### config.mk
export PLATFORM = sky130hd
export DESIGN_NAME = i2stx_serializer
export DESIGN_NICKNAME = d
export VERILOG_FILES = /design/src/rtl/i2stx_pkg.sv /design/src/rtl/i2stx_ws_edge.sv /design/src/rtl/i2stx_hold.sv /design/src/rtl/i2stx_pick.sv /design/src/rtl/i2stx_shift.sv /design/src/rtl/i2stx_serializer.sv
export SDC_FILE = /design/constraint.sdc
export NUM_CORES = 1
export LEC_CHECK = 0
export BUFFER_PORTS_ARGS = -buffer_cell sky130_fd_sc_hd__clkbuf_2
export CORE_ASPECT_RATIO = 0.7
export CORE_MARGIN = 3
export CORE_UTILIZATION = 50
export DETAILED_ROUTE_END_ITERATION = 10
export PLACE_DENSITY_LB_ADDON = 0.3
export REMOVE_ABC_BUFFERS = 1
export SLEW_MARGIN = 20
export SYNTH_ARGS = -nofsm -noshare
export SYNTH_HDL_FRONTEND = slang
export SYNTH_SLANG_ARGS = --single-unit
### constraint.sdc
create_clock -name clk -period 8.2 [get_ports clk]
set_input_delay 0.41 -clock clk [delete_from_list [all_inputs] [get_ports clk]]
set_output_delay 0.41 -clock clk [all_outputs]
set_load 0.02 [all_outputs]
### src/rtl/i2stx_pkg.sv
package i2stx_pkg;
  typedef enum logic {CH_LEFT = 1'b0, CH_RIGHT = 1'b1} chan_e;
  localparam int HALF_W = 16;
endpackage

### src/rtl/i2stx_ws_edge.sv
module i2stx_ws_edge
  import i2stx_pkg::*;
(
  input  logic  clk,
  input  logic  rst_n,
  input  logic  sck_fall,
  input  logic  ws,
  output logic  slot_start,
  output chan_e slot_ch
);
  logic ws_q, ws_d;

  always_comb ws_d = sck_fall ? ws : ws_q;

  // starts high so the first low level opens a left slot
  always_ff @(posedge clk or negedge rst_n)
    if (!rst_n) ws_q <= 1'b1;
    else        ws_q <= ws_d;

  assign slot_start = sck_fall && (ws != ws_q);
  assign slot_ch    = chan_e'(ws);
endmodule

### src/rtl/i2stx_hold.sv
module i2stx_hold #(
  parameter int WORD_W = 32,
  parameter int HALF_W = 16
) (
  input  logic              clk,
  input  logic              rst_n,
  input  logic              wr_en,
  input  logic [WORD_W-1:0] wr_data,
  input  logic              take,
  input  logic              split,
  input  logic              drop_hi,
  output logic              full,
  output logic [WORD_W-1:0] data_q,
  output logic              hi_v,
  output logic [HALF_W-1:0] hi_q
);
  logic              full_q, full_d, hi_v_q, hi_v_d;
  logic [WORD_W-1:0] data_d;
  logic [HALF_W-1:0] hi_d;

  always_comb begin
    full_d = full_q;
    if (take)  full_d = 1'b0;
    if (wr_en) full_d = 1'b1;
    data_d = wr_en ? wr_data : data_q;
    hi_v_d = hi_v_q;
    hi_d   = hi_q;
    if (drop_hi) hi_v_d = 1'b0;
    if (split) begin
      hi_v_d = 1'b1;
      hi_d   = data_q[2*HALF_W-1:HALF_W];
    end
  end

  always_ff @(posedge clk or negedge rst_n)
    if (!rst_n) begin
      full_q <= 1'b0;
      data_q <= '0;
      hi_v_q <= 1'b0;
      hi_q   <= '0;
    end else begin
      full_q <= full_d;
      data_q <= data_d;
      hi_v_q <= hi_v_d;
      hi_q   <= hi_d;
    end

  assign full = full_q;
  assign hi_v = hi_v_q;

  AST_WRITE_FILLS: assert property (@(posedge clk) disable iff (!rst_n)
    wr_en |=> full);
  AST_TAKE_EMPTIES: assert property (@(posedge clk) disable iff (!rst_n)
    take && !wr_en |=> !full);
endmodule

### src/rtl/i2stx_pick.sv
module i2stx_pick
  import i2stx_pkg::*;
#(
  parameter int SLOT_W = 24,
  parameter int WORD_W = 32
) (
  input  logic              clk,
  input  logic              rst_n,
  input  logic              slot_start,
  input  chan_e             slot_ch,
  input  logic              compact,
  input  logic              repeat_en,
  input  logic              full,
  input  logic [WORD_W-1:0] hold_data,
  input  logic              hi_v,
  input  logic [HALF_W-1:0] hi_data,
  input  logic              urun_clr,
  output logic              take,
  output logic              split,
  output logic              drop_hi,
  output logic [SLOT_W-1:0] load_word,
  output logic              urun_flag
);
  localparam int PAD = SLOT_W - HALF_W;

  logic                   need, urun_set, fresh_ok, urun_q, urun_d;
  logic [SLOT_W-1:0]      fresh, subst;
  logic [1:0][SLOT_W-1:0] hist_all;

  always_comb begin
    need     = slot_start && (!compact || slot_ch == CH_LEFT);
    take     = need && full;
    split    = take && compact;
    urun_set = need && !full;
    drop_hi  = slot_start && compact && (slot_ch == CH_RIGHT);
    subst    = repeat_en ? hist_all[slot_ch] : '0;
    if (!compact) begin
      fresh_ok = full;
      fresh    = hold_data[SLOT_W-1:0];
    end else if (slot_ch == CH_LEFT) begin
      fresh_ok = full;
      fresh    = SLOT_W'(hold_data[HALF_W-1:0]) << PAD;
    end else begin
      fresh_ok = hi_v;
      fresh    = SLOT_W'(hi_data) << PAD;
    end
    load_word = fresh_ok ? fresh : subst;
    urun_d    = urun_q;
    if (urun_clr) urun_d = 1'b0;
    if (urun_set) urun_d = 1'b1;
  end

  for (genvar g = 0; g < 2; g++) begin : g_hist
    logic [SLOT_W-1:0] q;
    logic              en;
    assign en = slot_start && (int'(slot_ch) == g);
    always_ff @(posedge clk or negedge rst_n)
      if (!rst_n)  q <= '0;
      else if (en) q <= load_word;
    assign hist_all[g] = q;
  end

  always_ff @(posedge clk or negedge rst_n)
    if (!rst_n) urun_q <= 1'b0;
    else        urun_q <= urun_d;

  assign urun_flag = urun_q;

  AST_URUN_RAISE: assert property (@(posedge clk) disable iff (!rst_n)
    slot_start && !compact && !full |=> urun_flag);
  AST_URUN_STICKY: assert property (@(posedge clk) disable iff (!rst_n)
    urun_flag && !urun_clr |=> urun_flag);
  AST_REPLAY_KEEPS: assert property (@(posedge clk) disable iff (!rst_n)
    slot_start && !compact && !full && repeat_en |=> $stable(hist_all));
endmodule

### src/rtl/i2stx_shift.sv
module i2stx_shift #(
  parameter int SLOT_W = 24
) (
  input  logic              clk,
  input  logic              rst_n,
  input  logic              sck_fall,
  input  logic              slot_start,
  input  logic [SLOT_W-1:0] load_word,
  output logic              sd,
  output logic [SLOT_W-1:0] sh_q
);
  logic [SLOT_W-1:0] sh_d;
  logic              sd_q, sd_d;

  always_comb begin
    sh_d = sh_q;
    if (sck_fall)   sh_d = {sh_q[SLOT_W-2:0], 1'b0};
    if (slot_start) sh_d = load_word;
    sd_d = sck_fall ? sh_q[SLOT_W-1] : sd_q;
  end

  always_ff @(posedge clk or negedge rst_n)
    if (!rst_n) begin
      sh_q <= '0;
      sd_q <= 1'b0;
    end else begin
      sh_q <= sh_d;
      sd_q <= sd_d;
    end

  assign sd = sd_q;

  AST_SD_ON_STROBE: assert property (@(posedge clk) disable iff (!rst_n)
    !sck_fall |=> $stable(sd));
  AST_SLOT_LOAD: assert property (@(posedge clk) disable iff (!rst_n)
    slot_start |=> sh_q == $past(load_word));
endmodule

### src/rtl/i2stx_serializer.sv
module i2stx_serializer
  import i2stx_pkg::*;
#(
  parameter int SLOT_W = 24,
  parameter int WORD_W = 32
) (
  input  logic              clk,
  input  logic              rst_n,
  input  logic              sck_fall,
  input  logic              ws,
  input  logic              compact,
  input  logic              repeat_en,
  input  logic              wr_en,
  input  logic [WORD_W-1:0] wr_data,
  input  logic              urun_clr,
  output logic              tx_ready,
  output logic              urun_flag,
  output logic              sd
);
  logic [1:0]        rs_q;
  logic              rst_s;
  logic              slot_start, take, split, drop_hi, full, hi_v;
  chan_e             slot_ch;
  logic [WORD_W-1:0] hold_data;
  logic [HALF_W-1:0] hi_data;
  logic [SLOT_W-1:0] load_word, sh_q;

  always_ff @(posedge clk or negedge rst_n)
    if (!rst_n) rs_q <= 2'b00;
    else        rs_q <= {rs_q[0], 1'b1};
  assign rst_s = rs_q[1];

  i2stx_ws_edge u_edge (
    .clk(clk), .rst_n(rst_s), .sck_fall(sck_fall), .ws(ws),
    .slot_start(slot_start), .slot_ch(slot_ch));

  i2stx_hold #(.WORD_W(WORD_W), .HALF_W(HALF_W)) u_hold (
    .clk(clk), .rst_n(rst_s), .wr_en(wr_en), .wr_data(wr_data),
    .take(take), .split(split), .drop_hi(drop_hi), .full(full),
    .data_q(hold_data), .hi_v(hi_v), .hi_q(hi_data));

  i2stx_pick #(.SLOT_W(SLOT_W), .WORD_W(WORD_W)) u_pick (
    .clk(clk), .rst_n(rst_s), .slot_start(slot_start), .slot_ch(slot_ch),
    .compact(compact), .repeat_en(repeat_en), .full(full),
    .hold_data(hold_data), .hi_v(hi_v), .hi_data(hi_data),
    .urun_clr(urun_clr), .take(take), .split(split), .drop_hi(drop_hi),
    .load_word(load_word), .urun_flag(urun_flag));

  i2stx_shift #(.SLOT_W(SLOT_W)) u_shift (
    .clk(clk), .rst_n(rst_s), .sck_fall(sck_fall), .slot_start(slot_start),
    .load_word(load_word), .sd(sd), .sh_q(sh_q));

  assign tx_ready = !full;

  AST_ZERO_SUBST: assert property (@(posedge clk) disable iff (!rst_s)
    slot_start && !compact && tx_ready && !repeat_en |=> sh_q == '0);
  AST_READY_AFTER_LOAD: assert property (@(posedge clk) disable iff (!rst_s)
    slot_start && !compact && !tx_ready && !wr_en |=> tx_ready);
endmodule

# Word-level counts from Yosys, hierarchy flattened
# Cells that the tools add are included.
[word_totals]
reg_bits = 127
input_bits = 40
out_inout_bits = 3
wordCells = 47
[classes]
magnitude_cmp = 1
n_eq_ne = 1
n_mux = 16
bitwise = 2
reduce_logical = 16
[ops]
columns = ["operator", "n"]
rows = [
  ["24-bit two-way mux", 8],
  ["1-bit logical AND", 9],
  ["1-bit two-way mux", 8],
  ["2-bit nonzero test", 4],
  ["1-bit logical NOT", 2],
  ["1-bit by 2-bit < comparator with 1-bit output, second input constant", 1],
  ["1-bit inverter", 2],
  ["1-bit logical OR", 1],
  ["1-bit inequality test", 1],
]

# Depth between registers and ports, before layout
# Gate-level depths: netlist of run 1.
[logic_depth]
word_depth = 6
mapped_depth = 8
ltp_nobuf = 4

# By module
# From an unflattened synthesis of run 1, not the netlist that was laid out.
[hier_totals]
cells_unflattened = 447
area_unflattened_um2 = 6040.8
[by_module_without_submodules]
columns = ["module", "n_inst", "cells_each", "area_per_inst_um2", "seq_area_each_um2"]
rows = [
  ["i2stx_pick", 1, 224, 2707.6, 1226.2],
  ["i2stx_hold", 1, 108, 2054.5, 1251.2],
  ["i2stx_shift", 1, 106, 1161.1, 625.6],
  ["i2stx_ws_edge", 1, 5, 60.1, 26.3],
  ["i2stx_serializer", 1, 4, 57.6, 50.0],
]

# Worst setup path before layout of run 1
# No wires, ideal clock.
[synth_path]
path_type = "input to register"
start = "input port compact"
end = "register u_shift.sh_q[22]"
setup_time_ns = 0.142
arrival_time_ns = 1.543
required_ns = 8.058
slack_ns = 6.515
cell_stages = 8
n_path_buf = 4
path_cell_list = "buf_6 -> a21bo_1 -> buf_6 -> and2_4 -> buf_6 -> buf_8 -> a31oi_2 -> o221ai_1"
[synth_via]
elab_chain_len = 3
elab_cells_between_ends = 4
cone_classes = "mux: 4"
[synth_rtl]
columns = ["item", "line", "rtl"]
rows = [
  ["from (decl)", "i2stx_serializer.sv:11", "input logic compact,"],
  ["24-bit two-way mux / 1-bit two-way mux (equally long branches)", "i2stx_pick.sv:37", "if (!compact) begin"],
  ["24-bit two-way mux (*)", "i2stx_pick.sv:47", "load_word = fresh_ok ? fresh : subst;"],
  ["24-bit two-way mux (*)", "i2stx_shift.sv:18", "if (slot_start) sh_d = load_word;"],
  ["to (signal assigned)", "i2stx_shift.sv:24", "sh_q <= '0;"],
  ["to (signal assigned)", "i2stx_shift.sv:27", "sh_q <= sh_d;"],
  ["to (decl)", "i2stx_shift.sv:10", "output logic [SLOT_W-1:0] sh_q"],
]
# Every way passes the cells marked *; elsewhere a longest branch is shown, timed or not.
# A chain may end at the register's enable or synchronous reset.

# Final worst setup path of run 1
[layout_path]
start = "input port sck_fall"
end = "register u_hold.hi_q[9]"
[layout_via]
elab_chain_len = 4
[layout_rtl]
columns = ["item", "line", "rtl"]
rows = [
  ["from (decl)", "i2stx_serializer.sv:9", "input logic sck_fall,"],
  ["1-bit logical AND", "i2stx_ws_edge.sv:20", "assign slot_start = sck_fall && (ws != ws_q);"],
  ["1-bit logical AND", "i2stx_pick.sv:31", "need = slot_start && (!compact || slot_ch == CH_LEFT);"],
  ["1-bit logical AND", "i2stx_pick.sv:32", "take = need && full;"],
  ["1-bit logical AND", "i2stx_pick.sv:33", "split = take && compact;"],
  ["to (signal assigned)", "i2stx_hold.sv:45", "hi_q <= hi_d;"],
  ["to (decl)", "i2stx_hold.sv:15", "output logic [HALF_W-1:0] hi_q"],
]
# No other way between the ends.

==> results.md, run 1 <==
- Final core occ: 58.9%
- DR vias: 4092
- Setup Crit Path Kind: input pin to flip-flop
- Layout area overhead: 14.1%
- Outcome: completed
- Worst skew pair latency: 0.41 ns
- IO buf count: 42
- Startpoint types: input pin
- Max transition margin: 34.3%
- Mapped Area: 6080 um^2
- Final count of negative-setup-slack endpoints: 0
- HPWL after DPL: 8000 um
- Crit-path cells: clkbuf_2 -> buf_4 -> nand3b_4 -> nor2_2 -> mux2_2
- Crit share post-route: 31.3%
- Fmax: around 390 MHz
- Vias in the first global route: ~4.2k
- Buf/Inv on CP: 2
- DP Worst Slack: about 5.2 ns
- Core ar.: 11800 um^2
- Htree depth: 4
- Crit. End Element: flip-flop
- Total I/O pin count: 43
- Die footprint: 13500 um^2
- Layout Cells excl Fill: 706
- Final setup margin: between 5 and 6 ns
- Commonest cells after routing, fill and taps aside: 125 x dfrtp_1, 74 x mux2_2, 52 x nand2_1
- # placed instances: 673
- Antenna diode count: 0
- Synth area leader: dfrtp_1
- Clk buf depth: 2
- Most common cell after layout, fill and taps aside: dfrtp_1
- Dominant cells by area after synthesis: dfrtp_1 52%, mux2_2 14%, a221oi_2 4.4%
- Unrepaired setup endpoints after global routing: false
- Minimum clock period: 2.57 ns
- Drc violations: 0
- First-pass GRT wire length: 21900 um
- # clock sinks: ~130
- RD Place Congestion: 0.814
- CTS tree: done
- Final hold slack: ~0.23 ns
- Final setup TNS: 0 ns
- Clock skew: 0.00712 ns
- Seq/Total Area, Yosys: 52.3%
- Starting density of the core: 51.6%
- Gr ovfl total: 0
- DRT Pass-1 Iters: 5
- Register bit total from synthesis: 127
- CTS clk-pin slew, worst paths: 0.06 ns
- Drt initial violations: ~250
- Tot GR Track Use: 20.7%
- Yosys warns: 0
- Least-Margin Pin Slew: 0.985 ns
- Number of max-cap violations: 0
- Peak VDD IR: 0.165 mV
- Slowest-stage cell, CP: nor2_2
- Worst endpoint data arrival time: 2.87 ns
- Placement row count: 33
- Post-synth top area share: 51.9%
- Final #Nets: 576
- Cts bufs inserted: 17
- Max Slew Vio Count: 0
- Static Leak: approximately 3 nW
- DRT Wirelength: 12900 um
- CP Max Fanout: 53
- Cells after synthesis: 511
- Cell family with most CP delay: simple AND/OR/NAND/NOR gates
- Critical Path RT: 8.50 ns
- Type of the worst min-delay path: input pin to flip-flop
- Synth cell types: 38
- CTS root buffer: clkbuf_16
- ANT nets after route: 0
- Layout cell share with drive strength beyond 1: 35.5%
- Pin count of the biggest net entering global routing: 77
- WL/cell: 18.2 um
- Antenna violations before repair: 0
- Slowest stage delay, CP: between 0.9 and 1 ns
- DIE HEIGHT: between 90 and 100 um
- Die X: around 140 um
- Final hold viol count: 0
- PD cells: between 200 and 300 nW/um^2
- Syn_area_per_cell: 11.9 um^2
- Vias per cell: 5.80
-- stage by stage --
step	power [W]	area, um^2
after CTS	0.00202	6940
final	0.00201	6940
after global routing	0.00211	6940
after detailed placement	0.00119	6270
after floorplan	0.00108	5820
after global placement	0.00116	6270
-- synthesized netlist by cell type --
| master | n |
|---|---|
| buf_8 | 3 |
| a21o_1 | 1 |
| mux2_2 | 74 |
| nand3_2 | 1 |
| buf_6 | 6 |
| a211oi_1 | 1 |
| o221ai_1 | 8 |
| buf_2 | 6 |
| dfstp_2 | 1 |
| nand3b_1 | 1 |
| a221oi_1 | 12 |
| nand3b_4 | 1 |
| buf_1 | 1 |
| a221oi_2 | 18 |
| nand2_1 | 52 |
| a31oi_4 | 6 |
| and2_4 | 1 |
| o21ai_0 | 44 |
| inv_1 | 12 |
| mux2i_1 | 16 |
| a31oi_2 | 13 |
| a31oi_1 | 5 |
| a21oi_1 | 1 |
| xor2_2 | 1 |
| nor2_2 | 1 |
| o21ai_1 | 6 |
| and2_1 | 1 |
| and3_1 | 8 |
| buf_4 | 3 |
| a21bo_1 | 1 |
| xnor2_1 | 1 |
| clkbuf_1 | 23 |
| dfrtp_1 | 126 |
| nor2b_1 | 1 |
| conb_1 | 1 |
| nor2_1 | 44 |
| nand3_1 | 8 |
| o22ai_1 | 2 |
-- area by class of cell --
type / count / area [um^2]
Clock buffer: 22 / 474
Timing Repair Buffer: 48 / 258
Sequential cell: 127 / 3180
Clock inverter: 10 / 183
Tap cell: 157 / 196
Multi-Input combinational cell: 330 / 2600
Inverter: 12 / 45.0
Fill cell: 954 / 4830
-- flip-flops by register name (all words and copies together), names as in the netlist, 2 cells and up --
| register | flops |
|---|---|
| rs_q | 2 |
| u_shift.sh_q | 24 |
| u_pick.g_hist.q | 48 |
| u_hold.hi_q | 16 |
| u_hold.data_q | 32 |
-- worst paths after layout --
kind / startpoint / endpoint / slack (ns) / depth (start not counted)
setup / recovery: sck_fall / u_hold.hi_q[9] / 5.63 / 5
hold / removal: wr_data[20] / u_hold.data_q[20] / 0.23 / 2
setup reg to reg: u_edge.ws_q / u_hold.hi_q[9] / 5.65 / 3
hold reg to reg: rs_q[0] / rs_q[1] / 0.35 / 0
max in group asynchronous: rs_q[1] / u_pick.g_hist[1].q[22] / 6.51 / 1
min in group asynchronous: rst_n / rs_q[1] / 0.31 / 2
-- logic make-up (layout without fill, tap and decap cells) --
family          after synthesis  count (layout)  synth area share [%]
compound gates              118             118                  17.4
xor+xnor                      2               2                 0.412
buf+inv                      54              92                  4.94
flops                       127             127                  52.3
mux                          90              90                  16.3
other cells                   1               1                0.0617
simple gates                119             119                  8.48
-- worst reg2reg max path: stages (launching register included) --
cell and delay, ns:
dfstp_2 0.62, nand3b_4 0.44, nor2_2 0.93, mux2_2 0.44
-- layer usage --
layer / global-route usage (%) / routed length (um)
met5: 0 / 0
met4: 4.63 / 125
met3: 6.08 / 689
met2: 32.0 / 5950
met1: 29.0 / 6110
-- power breakdown --
part | switching [W] | total, W | internal [W]
clock | 0.000268 | 0.000830 | 0.000562
sequential | 0.0000856 | 0.000845 | 0.000759
combinational | 0.000177 | 0.000335 | 0.000158
total | 0.000530 | 0.00201 | 0.00148
-- repair_timing --
action                                  CTS  global route
buffers inserted                          0             0
endpoints found under the setup margin    0             0
gates resized for setup                   0             0
hold buffers                              1             0
endpoints found under the hold margin     2             0
Note: power is estimated with default switching activity, not from simulation.
==> inputs of run 2 (changes only) <==
- clock period: 8.2 -> 2.6 ns (I/O delays scaled with it)
==> run 2 against run 1 <==
Effect of this change:
- first-iteration DRC count is 14% higher
- combinational power grew to 3.3 times the previous value
- count of clock-buffer cells in the layout is 4 higher
- largest power group unchanged
==> results.md, run 2 (same netlist as run 1, synthesis figures left out) <==
- Worst reg2reg path endpoint: u_shift.sh_q[11]
- RD Place Congestion: 0.755
- Critical Path RT: around 3 ns
- DR vias: 4292
- Startpoint types: flip-flop
- Final hold viol count: 0
- Commonest cells after routing, fill and taps aside: 125 x dfrtp_1, 74 x mux2_2, 52 x nand2_1
- Antenna violations before repair: 0
- Final #Nets: 619
- Layout Cells excl Fill: about 750
- Static Leak: 3.18 nW
- Number of flip-flops in the largest register: 48
- Number of max-cap violations: 0
- Pin count of the biggest net entering global routing: 61
- Final hold slack: 0.0388 ns
- Placement row count: 33
- Crit-path cells: a21bo_1 -> buf_4 -> a221oi_1 -> a31oi_1 -> a221oi_1
- Post-cts gate resize count: 0
- Max transition margin: 40.9%
- Biggest regs: u_pick.g_hist.q (48), u_hold.data_q (32), u_shift.sh_q (24)
- Total I/O pin count: 43
- Unrepaired setup endpoints after global routing: false
- Buf/Inv on CP: 1
- # placed instances: 683
- Crit. End Element: flip-flop
- Sw Share: 27.6%
- Drc violations: 0
- Final core occ: 61.8%
- ANT nets after route: 0
- Setup bufs post-CTS: 0
- Least-Margin Pin Slew: 0.886 ns
- Largest register by flop count: u_pick.g_hist.q
- CTS clk-pin slew, worst paths: 0.06 ns
- Flop pwr share: 44.0%
- DRT Pass-1 Iters: 4
- Outcome: completed
- R2R Path Start: u_hold.full
- Slowest-stage cell, CP: dfrtp_1
- Cts bufs inserted: 17
- Vias per cell: between 5 and 6
- Minimum clock period: 2.12 ns
- Int Power: 0.00437 W
- First-pass GRT wire length: 23000 um
- Die footprint: 13500 um^2
- Htree depth: 4
- DP Worst Slack: 0.489 ns
- Gr ovfl total: 0
- Layout area overhead: 19.7%
- Core ar.: 11800 um^2
- Vias in the first global route: 4450
- Max Slew Vio Count: 0
- CTS tree: done
- Critical path launch point: u_hold.full
- Setup Crit Path Kind: flip-flop to flip-flop
- Antenna diode count: 0
- Layout cell share with drive strength beyond 1: 34.3%
- Worst endpoint data arrival time: about 2.4 ns
- HPWL after DPL: 8580 um
- Most common cell after layout, fill and taps aside: dfrtp_1
- Multi-input gate area: 2600 um^2
- CTS root buffer: clkbuf_16
- Starting density of the core: between 50 and 60%
- PD cells: 831 nW/um^2
- Slowest stage delay, CP: between 0.6 and 0.7 ns
- Critical Path End: u_shift.sh_q[11]
- Worst Reg-to-Reg Cells: 5
- Worst skew pair latency: 0.42 ns
- IO buf count: 42
- Drt initial violations: 282
- Clk pwr share: 37.4%
- # clock sinks: 127
- Type of the worst min-delay path: input pin to asynchronous set/reset pin
- Cell family with most CP delay: compound AO/OA/AOI/OAI gates
- Comb pwr share: a little under a fifth
- Final count of negative-setup-slack endpoints: 0
- DRT Wirelength: 13900 um
- Switch Pwr: around 0.0017 W
- Layout fillers: 926
- DIE HEIGHT: about 100 um
- Instance count on the critical path: 5
- Peak VDD IR: 0.604 mV
- R2R Setup Slk: around 0.48 ns
- Tot GR Track Use: 22.0%
- Register area: 3180 um^2
- Top cell by count, worst path: a221oi_1
- WL/cell: 18.5 um
- Die X: approximately 140 um
- Crit share post-route: 81.7%
- Final setup margin: 0.476 ns
- Clock skew: 0.0112 ns
- CP Max Fanout: 16
- Fmax: 471 MHz
- Clk buf depth: 2
==> run 2: metal layers <==
metal,track usage (%),part of all wire [%],vias up
li1,-,-,1984
met1,31.3,48,2183
met2,32.8,46,103
met3,5.72,4.1,22
met4,7.97,1.9,0
met5,0,0,-
==> run 2: cell type report <==
class | count | share of cell area, %
clock buffers | 26 | 7.00
clock inverters | 6 | 0.757
inverters | 12 | 0.619
multi-input cells | 330 | 35.7
flip-flops and latches | 127 | 43.8
well taps | 157 | 2.70
repair buffers | 91 | 9.46
==> run 2: per-stage QoR <==
| stage | TNS (ns) | cell area (um^2) | total power, W |
|---|---|---|---|
| 2_1_floorplan | -148.86 | 5820 | 0.00340 |
| 6_report | 0 | 7270 | 0.00604 |
| 5_1_grt | 0 | 7270 | 0.00635 |
| 3_3_place_gp | 0 | 6370 | 0.00369 |
| 4_1_cts | 0 | 7270 | 0.00608 |
| 3_5_place_dp | 0 | 6370 | 0.00377 |
==> run 2: repair_timing <==
item	in CTS	in global routing
hold buffers	34	0
endpoints found under the setup margin	0	0
endpoints found under the hold margin	35	0
==> run 2: power groups by stage <==
stage / combinational, W / sequential (W) / clock, W
6_report: 0.00112 / 0.00266 / 0.00226
2_1_floorplan: 0.000780 / 0.00262 / 0
3_5_place_dp: 0.00108 / 0.00268 / 0
4_1_cts: 0.00113 / 0.00266 / 0.00229
3_3_place_gp: 0.00103 / 0.00266 / 0
5_1_grt: 0.00125 / 0.00271 / 0.00239
==> run 2: worst min-delay path by stage <==
| stage | end | slack (ns) | depth (start not counted) | from |
|---|---|---|---|---|
| after detailed placement | rs_q[1] | -0.08 | 1 | rst_n |
| final | rs_q[1] | 0.04 | 2 | rst_n |
| after global routing | rs_q[1] | 0.05 | 2 | rst_n |
| after floorplan | rs_q[0] | -0.17 | 0 | rst_n |
| after global placement | rs_q[0] | -0.08 | 1 | rst_n |
| after CTS | rs_q[1] | 0.02 | 2 | rst_n |
